$ cat config.mk
export PLATFORM = sky130hd
export DESIGN_NAME = raster_cmd_seq
export DESIGN_NICKNAME = d
export VERILOG_FILES = /design/src/rtl/rcs_pkg.sv /design/src/rtl/rcs_fetch.sv /design/src/rtl/rcs_callstack.sv /design/src/rtl/raster_cmd_seq.sv
export SDC_FILE = /design/constraint.sdc
export NUM_CORES = 1
export LEC_CHECK = 0
export ABC_AREA = 1
export CAP_MARGIN = 20
export CORE_MARGIN = 2
export CORE_UTILIZATION = 59
export DETAILED_ROUTE_END_ITERATION = 12
export HOLD_SLACK_MARGIN = 0.05
export PLACE_DENSITY = 0.8
export SLEW_MARGIN = 20
export SYNTH_ARGS = -nofsm -noshare
export SYNTH_HDL_FRONTEND = slang
export SYNTH_HIERARCHICAL = 1
export SYNTH_SLANG_ARGS = --single-unit
$ cat constraint.sdc
create_clock -name clk -period 3.24 [get_ports clk]
set_input_delay 0.648 -clock clk [delete_from_list [all_inputs] [get_ports clk]]
set_output_delay 0.648 -clock clk [all_outputs]
set_load 0.01 [all_outputs]
$ cat src/rtl/rcs_pkg.sv
package rcs_pkg;

  typedef enum logic [3:0] {
    OP_NOP    = 4'h0,
    OP_JMP    = 4'h1,
    OP_JSR    = 4'h2,
    OP_WAIT   = 4'h3,
    OP_SETREG = 4'h4,
    OP_SETPAL = 4'h5
  } op_e;

  typedef enum logic [2:0] {
    ST_IDLE, ST_FETCH, ST_EXEC, ST_WAIT, ST_PAL, ST_HALT
  } st_e;

  localparam int          WORD_W    = 32;
  localparam int          VREG_W    = 24;
  localparam int          VIDX_W    = 3;
  localparam int          PIDX_W    = 8;
  localparam int          NUM_VREGS = 6;
  localparam logic [15:0] HALT_ROW  = 16'h7FFF;

  function automatic logic [3:0] cmd_of(input logic [WORD_W-1:0] w);
    return w[31:28];
  endfunction

  function automatic logic [23:0] target_of(input logic [WORD_W-1:0] w);
    return w[23:0];
  endfunction

  function automatic logic [15:0] row_of(input logic [WORD_W-1:0] w);
    return w[15:0];
  endfunction

  function automatic logic [VIDX_W-1:0] ridx_of(input logic [WORD_W-1:0] w);
    return w[26:24];
  endfunction

  function automatic logic [VREG_W-1:0] rval_of(input logic [WORD_W-1:0] w);
    return w[23:0];
  endfunction

  function automatic logic [PIDX_W-1:0] pfirst_of(input logic [WORD_W-1:0] w);
    return w[7:0];
  endfunction

  // Number of data words in a palette burst: field value plus one (1..256).
  function automatic logic [8:0] pcount_of(input logic [WORD_W-1:0] w);
    return {1'b0, w[15:8]} + 9'd1;
  endfunction

endpackage

$ cat src/rtl/rcs_fetch.sv
module rcs_fetch #(
  parameter int AW = 24
) (
  input  logic                      clk,
  input  logic                      rst_n,
  input  logic                      want,
  input  logic [AW-1:0]             want_addr,
  input  logic                      load_word,
  output logic                      mem_req,
  output logic [AW-1:0]             mem_addr,
  input  logic                      mem_rvalid,
  input  logic [rcs_pkg::WORD_W-1:0] mem_rdata,
  output logic                      beat,
  output logic [rcs_pkg::WORD_W-1:0] word
);

  // One request at a time; address comes straight from the program counter,
  // which only moves on a beat, so it stays put across arbiter stalls.
  assign mem_req  = want;
  assign mem_addr = want_addr;
  assign beat     = want & mem_rvalid;

  // Instruction register doubles as the one-word cache used during waits.
  always_ff @(posedge clk or negedge rst_n) begin
    if (!rst_n)                word <= '0;
    else if (beat && load_word) word <= mem_rdata;
  end

endmodule

$ cat src/rtl/rcs_callstack.sv
module rcs_callstack #(
  parameter int DEPTH = 8,
  parameter int AW    = 24
) (
  input  logic          clk,
  input  logic          rst_n,
  input  logic          clear,
  input  logic          push,
  input  logic          pop,
  input  logic [AW-1:0] push_addr,
  output logic [AW-1:0] top_addr,
  output logic          empty,
  output logic          push_err,
  output logic          pop_err
);

  localparam int CW = $clog2(DEPTH + 1);

  logic [CW-1:0] cnt;
  logic [AW-1:0] slot [DEPTH];
  logic          full;
  logic          do_push;
  logic          do_pop;

  assign full     = (cnt == CW'(DEPTH));
  assign empty    = (cnt == '0);
  assign do_push  = push && !full && !clear;
  assign do_pop   = pop && !empty && !clear;
  assign push_err = push && full && !clear;
  assign pop_err  = pop && empty && !clear;

  always_ff @(posedge clk or negedge rst_n) begin
    if (!rst_n)       cnt <= '0;
    else if (clear)   cnt <= '0;
    else if (do_push) cnt <= cnt + 1'b1;
    else if (do_pop)  cnt <= cnt - 1'b1;
  end

  for (genvar i = 0; i < DEPTH; i++) begin : g_slot
    always_ff @(posedge clk or negedge rst_n) begin
      if (!rst_n)                          slot[i] <= '0;
      else if (do_push && cnt == CW'(i))   slot[i] <= push_addr;
    end
  end

  always_comb begin
    top_addr = '0;
    for (int i = 0; i < DEPTH; i++) begin
      if (cnt == CW'(i + 1)) top_addr = slot[i];
    end
  end

endmodule

$ cat src/rtl/raster_cmd_seq.sv
module raster_cmd_seq #(
  parameter int          AW          = 24,
  parameter int          ROW_W       = 16,
  parameter int          STACK_DEPTH = 8,
  parameter logic [23:0] START_ADDR  = 24'd0
) (
  input  logic                        clk,
  input  logic                        rst_n,
  input  logic                        frame_start,
  input  logic [ROW_W-1:0]            raster_row,
  output logic                        mem_req,
  output logic [AW-1:0]               mem_addr,
  input  logic                        mem_rvalid,
  input  logic [rcs_pkg::WORD_W-1:0]  mem_rdata,
  output logic                        reg_we,
  output logic [rcs_pkg::VIDX_W-1:0]  reg_idx,
  output logic [rcs_pkg::VREG_W-1:0]  reg_val,
  output logic                        pal_we,
  output logic [rcs_pkg::PIDX_W-1:0]  pal_idx,
  output logic [rcs_pkg::WORD_W-1:0]  pal_color,
  output logic                        stack_err
);
  import rcs_pkg::*;

  st_e               state;
  logic [AW-1:0]     pc;
  logic [PIDX_W-1:0] pidx;
  logic [8:0]        pcnt;

  logic              beat;
  logic [WORD_W-1:0] ir;
  op_e               op;
  logic [AW-1:0]     tgt;
  logic [ROW_W-1:0]  wait_row;
  logic              exec_now;
  logic              is_ret;

  // Named internal events, used by the bound checker.
  logic              in_wait;
  logic              halted;
  logic              stk_push;
  logic              stk_pop;
  logic              push_err;
  logic              pop_err;
  logic              stk_empty;
  logic [AW-1:0]     stk_top;

  assign op       = op_e'(cmd_of(ir));
  assign tgt      = AW'(target_of(ir));
  assign wait_row = ROW_W'(row_of(ir));
  assign exec_now = (state == ST_EXEC) && !frame_start;
  assign is_ret   = (tgt == '0);
  assign stk_push = exec_now && (op == OP_JSR);
  assign stk_pop  = exec_now && (op == OP_JMP) && is_ret;
  assign in_wait  = (state == ST_WAIT);
  assign halted   = (state == ST_HALT);

  rcs_fetch #(.AW(AW)) u_fetch (
    .clk        (clk),
    .rst_n      (rst_n),
    .want       ((state == ST_FETCH) || (state == ST_PAL)),
    .want_addr  (pc),
    .load_word  (state == ST_FETCH),
    .mem_req    (mem_req),
    .mem_addr   (mem_addr),
    .mem_rvalid (mem_rvalid),
    .mem_rdata  (mem_rdata),
    .beat       (beat),
    .word       (ir)
  );

  rcs_callstack #(.DEPTH(STACK_DEPTH), .AW(AW)) u_stack (
    .clk       (clk),
    .rst_n     (rst_n),
    .clear     (frame_start),
    .push      (stk_push),
    .pop       (stk_pop),
    .push_addr (pc),
    .top_addr  (stk_top),
    .empty     (stk_empty),
    .push_err  (push_err),
    .pop_err   (pop_err)
  );

  always_ff @(posedge clk or negedge rst_n) begin
    if (!rst_n) begin
      state     <= ST_IDLE;
      pc        <= AW'(START_ADDR);
      pidx      <= '0;
      pcnt      <= '0;
      reg_we    <= 1'b0;
      reg_idx   <= '0;
      reg_val   <= '0;
      pal_we    <= 1'b0;
      pal_idx   <= '0;
      pal_color <= '0;
      stack_err <= 1'b0;
    end else begin
      reg_we <= 1'b0;
      pal_we <= 1'b0;
      if (push_err || pop_err) stack_err <= 1'b1;
      if (frame_start) begin
        state <= ST_FETCH;
        pc    <= AW'(START_ADDR);
      end else begin
        unique case (state)
          ST_FETCH: begin
            if (beat) begin
              pc    <= pc + 1'b1;
              state <= ST_EXEC;
            end
          end
          ST_EXEC: begin
            state <= ST_FETCH;
            case (op)
              OP_SETREG: begin
                if (ridx_of(ir) < VIDX_W'(NUM_VREGS)) begin
                  reg_we  <= 1'b1;
                  reg_idx <= ridx_of(ir);
                  reg_val <= rval_of(ir);
                end
              end
              OP_SETPAL: begin
                pidx  <= pfirst_of(ir);
                pcnt  <= pcount_of(ir);
                state <= ST_PAL;
              end
              OP_WAIT: begin
                state <= (row_of(ir) == HALT_ROW) ? ST_HALT : ST_WAIT;
              end
              OP_JMP: begin
                if (!is_ret)         pc <= tgt;
                else if (!stk_empty) pc <= stk_top;
              end
              OP_JSR: pc <= tgt;
              default: ;
            endcase
          end
          ST_WAIT: begin
            if (raster_row >= wait_row) state <= ST_FETCH;
          end
          ST_PAL: begin
            if (beat) begin
              pal_we    <= 1'b1;
              pal_idx   <= pidx;
              pal_color <= mem_rdata;
              pidx      <= pidx + 1'b1;
              pc        <= pc + 1'b1;
              pcnt      <= pcnt - 1'b1;
              if (pcnt == 9'd1) state <= ST_FETCH;
            end
          end
          default: ;
        endcase
      end
    end
  end

endmodule

==> reports/metrics.csv, run 1 <==
metric,value,unit
status,"complete, no violations",
cp-start-kind,flop,
dp_hpwl,35710,um
place_area,0.01936,sq mm
dieHeight,178.3,um
grt_pass1_wl,81270,um
grt_start_max_net_pins,75,
synth_nets,2451,
insertion_delay,530,ps
die_area,0.03178,sq mm
setup.worst_path.class,flop to flop,
crit_slowest_cell,nand2_1,
fmax,344.2,MHz
post_cts.repair.setup_buffers,0,
dr.pass1.iters,6,
cts_buffers,37,
grt_antenna_before_repair,0,
ff_latch_area,0.008533,sq mm
fin_skew,28.45,ps
port_buffers,146,
core,0.02980,sq mm
ctsResizeCount,0,
finalHoldViolCount,0,
cts.htree.levels,2,
rows,63,
pre_cts_ws,344.5,ps
yosys_warnings,6,
ir_worst_vdd,481.6,uV
power.internal,8.952,mW
power.leakage,10.16,nW
postCtsHoldBufs,0,
drive_above_1_share,6.691,%
syn-instance-count,2373,
wl_per_cell,17.82,um
setup_tns,0,ps
max-clock-path-buffers,3,
worstPathRequired,3700,ps
cts.clk_slew.worst_paths,60,ps
drv_cap,0,
finalSetupViolCount,0,
clkPwrFrac,27.0,%
cp-end-kind,flop,
vias,16250,
rsz0062_at_grt,false,
crit_arrival,3370,ps
startpoint,u_stack/cnt[0],
cts_tree,yes,
reg2reg_from,u_stack/cnt[0],
overflow,0,
p_seq_share,37.8,%
crit_chain,"inv_1, ha_1, nand2_1, o21ai_0, inv_1, nand2_1, nand2_1, nand2_1, nand2_1, nand2_1, nand3_1, nand2_1, nand3_1, nand2_1",
syn_area,0.01792,sq mm
drt_wl_total,51170,um
grt_pass1_vias,15320,
cts_root_buffer,clkbuf_16,
p_comb_share,35.2,%
start_util,60.14,%
path_max_fanout,21,
tightest_slew,828.3,ps
multi_input_area,0.007453,sq mm
slew-limit-headroom,44.65,%
min_period,2905,ps
area_growth,14.52,%
vias_per_cell,5.659,
num-fill-cells,2426,
ant_nets,0,
fin_area,0.02052,sq mm
drc,0,
setup_ws,335.0,ps
die_x,178.3,um
gp_congestion,0.9112,
syn_area_per_cell,7.551,sq um
drt_first_iter_violations,1758,
drv_slew,0,
cellPowerDensity,735.3,mW/mm^2
crit_top_cell,nand2_1,
grt_usage,32.87,%
diodes,0,
p_sw_share,40.67,%
post-route-util,68.87,%
rrSetupSlack,340,ps
max_stage_delay,530,ps
finalNetCount,2534,
min-delay-path-class,input pin to asynchronous set/reset pin,
finalCritPeriodShare,89.66,%
io_pins,147,
p_switching,6.137,mW
cts.sinks,341,
## flip-flops by register name (all words and copies together) (netlist names), 8 cells and up
signal        count
pcnt              9
pc               24
u_fetch/word     31
pal_color        32
u_stack/slot    192
pidx              8
pal_idx           8
reg_val          24
## stage by stage
step                      hold WS, ps  cells  power [mW]
after floorplan                 352.4   2373       8.887
after global placement          452.7   2807       10.75
after detailed placement        457.6   2807       10.88
after CTS                       95.48   2871       14.99
after global routing            111.5   2871       15.88
final                           69.38   2871       15.09
## cell usage in the layout (no fill, tap or decap), types with 2 or more instances in the layout
master	count
a21oi_1	72
a31oi_1	3
buf_12	4
buf_4	43
clkbuf_1	8
clkbuf_16	39
clkbuf_8	4
clkdlybuf4s50_1	145
clkinv_2	8
clkinvlp_4	3
dfrtp_1	341
ha_1	26
inv_1	259
inv_2	5
inv_6	2
nand2_1	833
nand2_2	4
nand3_1	166
nand3_2	5
nand3_4	2
nand3b_1	2
nand4_1	50
nor2_1	111
nor2_2	9
nor2_4	6
nor3_1	12
nor3_2	2
nor3b_1	2
o211ai_1	5
o21ai_0	230
o21ai_1	24
or2_2	24
xnor2_1	8
xor2_1	14
## power by group through the flow
stage	clock (mW)	sequential (mW)	combinational [mW]
floorplan	0	5.51	3.37
global placement	0	5.73	5.02
detailed placement	0	5.74	5.13
CTS	4.12	5.68	5.19
global route	4.30	5.77	5.80
finish	4.08	5.71	5.31
## path summary, 6_finish.rpt
check,depth (start not counted),to
worst min register to register,2,pal_color[9]
worst min-delay path,1,pal_we
min in group clk,2,pal_color[9]
worst max register to register,14,pc[14]
max in group asynchronous,2,reg_val[4]
worst max-delay path,14,pc[14]
## area by class of cell
class,count,area share (%)
Sequential cell,341,41.58
Multi-Input combinational cell,1616,36.32
Timing Repair Buffer,193,9.109
Clock buffer,51,5.170
Inverter,267,4.945
Tap cell,390,2.378
Clock inverter,13,0.4939
## worst max-delay path: cells and delay by family, from the launching register on
kind,cells,cell delay (ps)
AO/OA/AOI/OAI,1,350
adder cells (fa/ha/maj),1,310
buffers and inverters,2,220
flip-flops,1,410
AND/OR/NAND/NOR,10,1540
## per-layer routing
metal  track usage [%]  routed length, um  vias to the layer above
met2             49.45              22440                      831
met1             45.13              21070                     7643
met3             7.438               4995                      148
met4             16.06               2660                        0
met5                 0                  0                        -
li1                  -                  -                     7626
No activity file was read; power rests on OpenSTA's default activity.
==> run 2: changes to the inputs <==
Settings changed: CORE_UTILIZATION 59 to 53, PLACE_DENSITY 0.8 to 0.76.
Clock period 3.24 ns to 2.6 ns, I/O delays scaled along.
==> reports/metrics.csv, run 2 (same netlist as run 1, synthesis figures left out) <==
metric,value,unit
rows,67,
post_cts.repair.setup_buffers,0,
crit_chain,"inv_1, nand3_1, nand2_2, clkdlybuf4s50_1",
cellPowerDensity,910.7,mW/mm^2
drv_slew,0,
tightest_slew,573.7,ps
crit_buf_inv,2,
clkPwrFrac,27.1,%
grt_usage,29.57,%
p_sw_share,39.99,%
max_stage_delay,590,ps
ant_nets,0,
final_common_cell,nand2_1,
max-clock-path-buffers,3,
min_period,2501,ps
dr.pass1.iters,6,
cts_tree,yes,
ir_worst_vdd,436.3,uV
drt_wl_total,51760,um
core,0.03345,sq mm
cts_buffers,37,
min-delay-path-class,flop to flop,
die_x,187.9,um
vias_per_cell,5.489,
gp_congestion,0.8999,
top_register,u_stack/slot,
finalNetCount,2554,
grt_antenna_before_repair,0,
p_switching,7.627,mW
reg.largest.list,"u_stack/slot: 192 flops, pal_color: 32 flops, u_fetch/word: 31 flops",
diodes,0,
worstPathRequired,2080,ps
grt_start_max_net_pins,79,
drc,0,
port_buffers,146,
finalSetupViolCount,0,
path_delay_family,buffers and inverters,
fin_area,0.02094,sq mm
fmax,399.8,MHz
grt_pass1_vias,15180,
largest_reg_flops,192,
power.leakage,10.32,nW
cp-start-kind,flop,
fin_skew,18.06,ps
setup_tns,0,ps
most-common-layout-cells,"833 x nand2_1, 340 x dfrtp_1, 259 x inv_1, 230 x o21ai_0, 166 x nand3_1",
cts.clk_slew.worst_paths,60,ps
area_growth,16.88,%
vias,16190,
power.internal,11.45,mW
status,"complete, no violations",
overflow,0,
cp-end-kind,primary output,
crit_arrival,1980,ps
path_max_fanout,6,
io_pins,147,
finalCritPeriodShare,96.21,%
wl_per_cell,17.55,um
cts_root_buffer,clkbuf_16,
num-fill-cells,2924,
dieHeight,187.9,um
rsz0062_at_grt,false,
p_comb_share,36.1,%
dp_hpwl,35900,um
slew-limit-headroom,61.75,%
drv_cap,0,
grt_pass1_wl,82930,um
p_seq_share,36.7,%
setup.worst_path.class,flop to primary output,
insertion_delay,540,ps
drt_first_iter_violations,1838,
cts.htree.levels,2,
start_util,53.57,%
drive_above_1_share,7.434,%
whs,468.5,ps
crit_slowest_cell,clkdlybuf4s50_1,
die_area,0.03530,sq mm
cts.sinks,341,
finalHoldViolCount,0,
place_area,0.01974,sq mm
## run 2: cell types whose count changed in the layout (fill, tap and decap cells not counted), sizes merged
cell         change
buf             +19
clkinv           -2
clkbuf           +6
clkinvlp         -2
inv              -1
dlygate4sd3      +1
## run 2: routing by layer
layer | share of wire, % | track usage (%) | vias up
met5 | 0 | 0 | -
met4 | 4.2 | 12.66 | 0
met3 | 9.0 | 5.184 | 119
met2 | 44 | 44.67 | 797
met1 | 43 | 42.10 | 7624
li1 | - | - | 7653
## run 2: path summary, 6_finish.rpt
kind	startpoint	endpoint	slack (ps)	cells past startpoint
worst max-delay path	state[1]	mem_req	100	4
worst min-delay path	pal_color[25]	pal_color[25]	470	2
worst max register to register	u_stack/cnt[1]	pc[16]	130	14
worst min register to register	pal_color[25]	pal_color[25]	470	2
max in group asynchronous	rst_n	pcnt[1]	1220	3
min in group asynchronous	rst_n	pal_we	550	2
## run 2: power groups by stage
| stage | registers (mW) | logic, mW | clock network (mW) |
|---|---|---|---|
| after floorplan | 6.87 | 4.20 | 0 |
| after global placement | 7.03 | 6.60 | 0 |
| after detailed placement | 7.06 | 6.72 | 0 |
| after CTS | 6.98 | 6.77 | 5.25 |
| after global routing | 7.10 | 7.54 | 5.48 |
| final | 7.01 | 6.89 | 5.17 |
## run 2: repair_timing
item,4_1_cts,5_1_grt
gates resized for setup,0,4
setup endpoints to repair,0,3
hold endpoints to repair,60,0
hold buffers,1,0
## run 2: cell type report
type / count / area [sq um] / share of cell area, %
clock buffers: 57 / 1112 / 5.311
flip-flops and latches: 341 / 8534 / 40.75
well taps: 448 / 560.5 / 2.676
clock inverters: 8 / 78.83 / 0.3764
repair buffers: 213 / 2185 / 10.43
inverters: 267 / 1017 / 4.857
multi-input cells: 1616 / 7456 / 35.60
## run 2: through the flow
stage	utilization (%)	instances	total power, mW	worst slack (ps)
2_1_floorplan	-	2373	11.07	165.7
3_3_place_gp	59.01	2884	13.62	125.8
3_5_place_dp	59.01	2884	13.78	95.48
4_1_cts	62.60	2950	19.00	84.17
5_1_grt	62.62	2950	20.12	4.738
6_report	62.62	2950	19.07	98.57
## run 2: worst min-delay path, cell delays in order, from the launching register on
cell	delay, ps
dfrtp_1	340
nand2_1	50
nand2_1	50
==> run 3: changes to the inputs <==
Settings changed: ABC_AREA 1 to default, GPL_ROUTABILITY_DRIVEN from default to 0.
==> reports/metrics.csv, run 3 <==
metric,value,unit
cts.clk_slew.worst_paths,60,ps
min_period,2548,ps
finalCritPeriodShare,97.99,%
power.leakage,9.857,nW
finalHoldViolCount,0,
start_util,53.76,%
grt_antenna_before_repair,0,
reg2reg_from,u_stack/cnt[0],
cts_buffers,38,
slew-limit-headroom,52.43,%
syn_area,0.01745,sq mm
drv_slew,0,
crit_slowest_cell,a2111oi_1,
rsz0062_at_grt,true,
drc,0,
totalPowerFinal,16.71,mW
fmax,392.5,MHz
finalSetupViolCount,0,
finalNetCount,1919,
top_register,u_stack/slot,
path_delay_family,compound AO/OA/AOI/OAI gates,
grt_pass1_wl,76680,um
path_max_fanout,22,
final_common_cell,dfrtp_1,
reg.largest.list,"u_stack/slot: 192 flops, pal_color: 32 flops, u_fetch/word: 31 flops",
min_path_cells,2,
status,"complete, no violations",
tightest_slew,707.1,ps
io_pins,147,
max_stage_delay,550,ps
drive_above_1_share,26.62,%
cellPowerDensity,781.8,mW/mm^2
vias_per_cell,5.990,
crit_buf_inv,3,
cp-end-kind,flop,
startpoint,u_stack/cnt[0],
crit_arrival,2940,ps
die_area,0.03438,sq mm
cp-start-kind,flop,
dieHeight,185.4,um
num-fill-cells,2365,
max-clock-path-buffers,3,
wl_per_cell,20.85,um
area_growth,22.53,%
post_cts.repair.setup_buffers,0,
drv_cap,0,
place_area,0.02005,sq mm
syn-instance-count,1644,
pre_cts_ws,-439.9,ps
fin_area,0.02138,sq mm
port_buffers,146,
overflow,0,
grt_pass1_vias,14330,
dp_hpwl,32560,um
diodes,0,
setup.worst_path.class,flop to flop,
core,0.03245,sq mm
final_cells,2309,
synth_nets,1722,
crit_chain,"buf_4, ha_4, buf_12, a21oi_1, a221oi_2, a2111oi_1, buf_4, a211oi_1, a211oi_1, o41ai_1",
cts_root_buffer,clkbuf_16,
reg2regPathDepth,10,
rows,66,
placedCellCount,2242,
largest_reg_flops,192,
cts_tree,yes,
setup_ws,52.28,ps
fin_skew,23.92,ps
die_x,185.4,um
ant_nets,0,
holdCritStartpoint,u_fetch/word[24],
drt_first_iter_violations,1144,
min-delay-path-class,flop to flop,
grt_usage,28.53,%
most-common-layout-cells,"338 x dfrtp_1, 247 x nand2_1, 193 x mux2_2, 143 x clkdlybuf4s50_1, 113 x buf_4",
cts.sinks,341,
insertion_delay,520,ps
crit_cells,10,
drt_wl_total,48140,um
vias,13830,
ir_worst_vdd,512.9,uV
grt_start_max_net_pins,72,
dr.pass1.iters,5,
yosys_warnings,6,
cts.htree.levels,2,
syn_area_per_cell,10.61,sq um
worstPathRequired,2990,ps
## run 3: report_power, final
group	switching, mW	total (mW)	internal (mW)
Sequential	1.03	7.00	5.97
Clock	2.12	5.09	2.97
Combinational	2.40	4.61	2.21
## run 3: path summary, 6_finish.rpt
path / to / slack [ps]
min in group asynchronous: u_stack/slot[162] / 550
min reg2reg: reg_idx[0] / 470
min: reg_idx[0] / 470
max reg2reg: pc[4] / 50
max: pc[4] / 50
max in group asynchronous: u_stack/slot[179] / 1220
## run 3: timing repair
action                                  CTS  global route
hold endpoints to repair                 60             0
gates resized for setup                  19            30
pin swaps                                 1             5
hold buffers                              1             0
endpoints found under the setup margin   14           215
## run 3: layout make-up
cell class	count	area (sq um)	share of cell area [%]
clock inverters	11	87.58	0.4097
repair buffers	288	2878	13.46
multi-input cells	1123	8060	37.71
well taps	442	553.0	2.587
inverters	49	183.9	0.8605
clock buffers	55	1076	5.034
flip-flops and latches	341	8537	39.94
## run 3: layer usage
metal | vias to the layer above | track usage (%) | wire (um)
met4 | 0 | 11.40 | 1793
li1 | 6228 | - | -
met3 | 119 | 5.092 | 3553
met2 | 565 | 47.00 | 23050
met1 | 6920 | 37.45 | 19740
met5 | - | 0 | 0
## run 3: worst min-delay path: stages, from the launching register on
cell	delay, ps
dfrtp_1	340
nand2_1	50
nand2_1	50
## run 3: through the flow
step | hold slack [ps] | utilization (%) | setup TNS, ps
finish | 473.5 | 65.86 | 0
global route | 497.4 | 65.86 | -223.9
CTS | 476.4 | 65.50 | -2.929
detailed placement | 461.4 | 61.77 | -83200
global placement | 457.0 | 61.77 | -76440
floorplan | 224.4 | - | 0
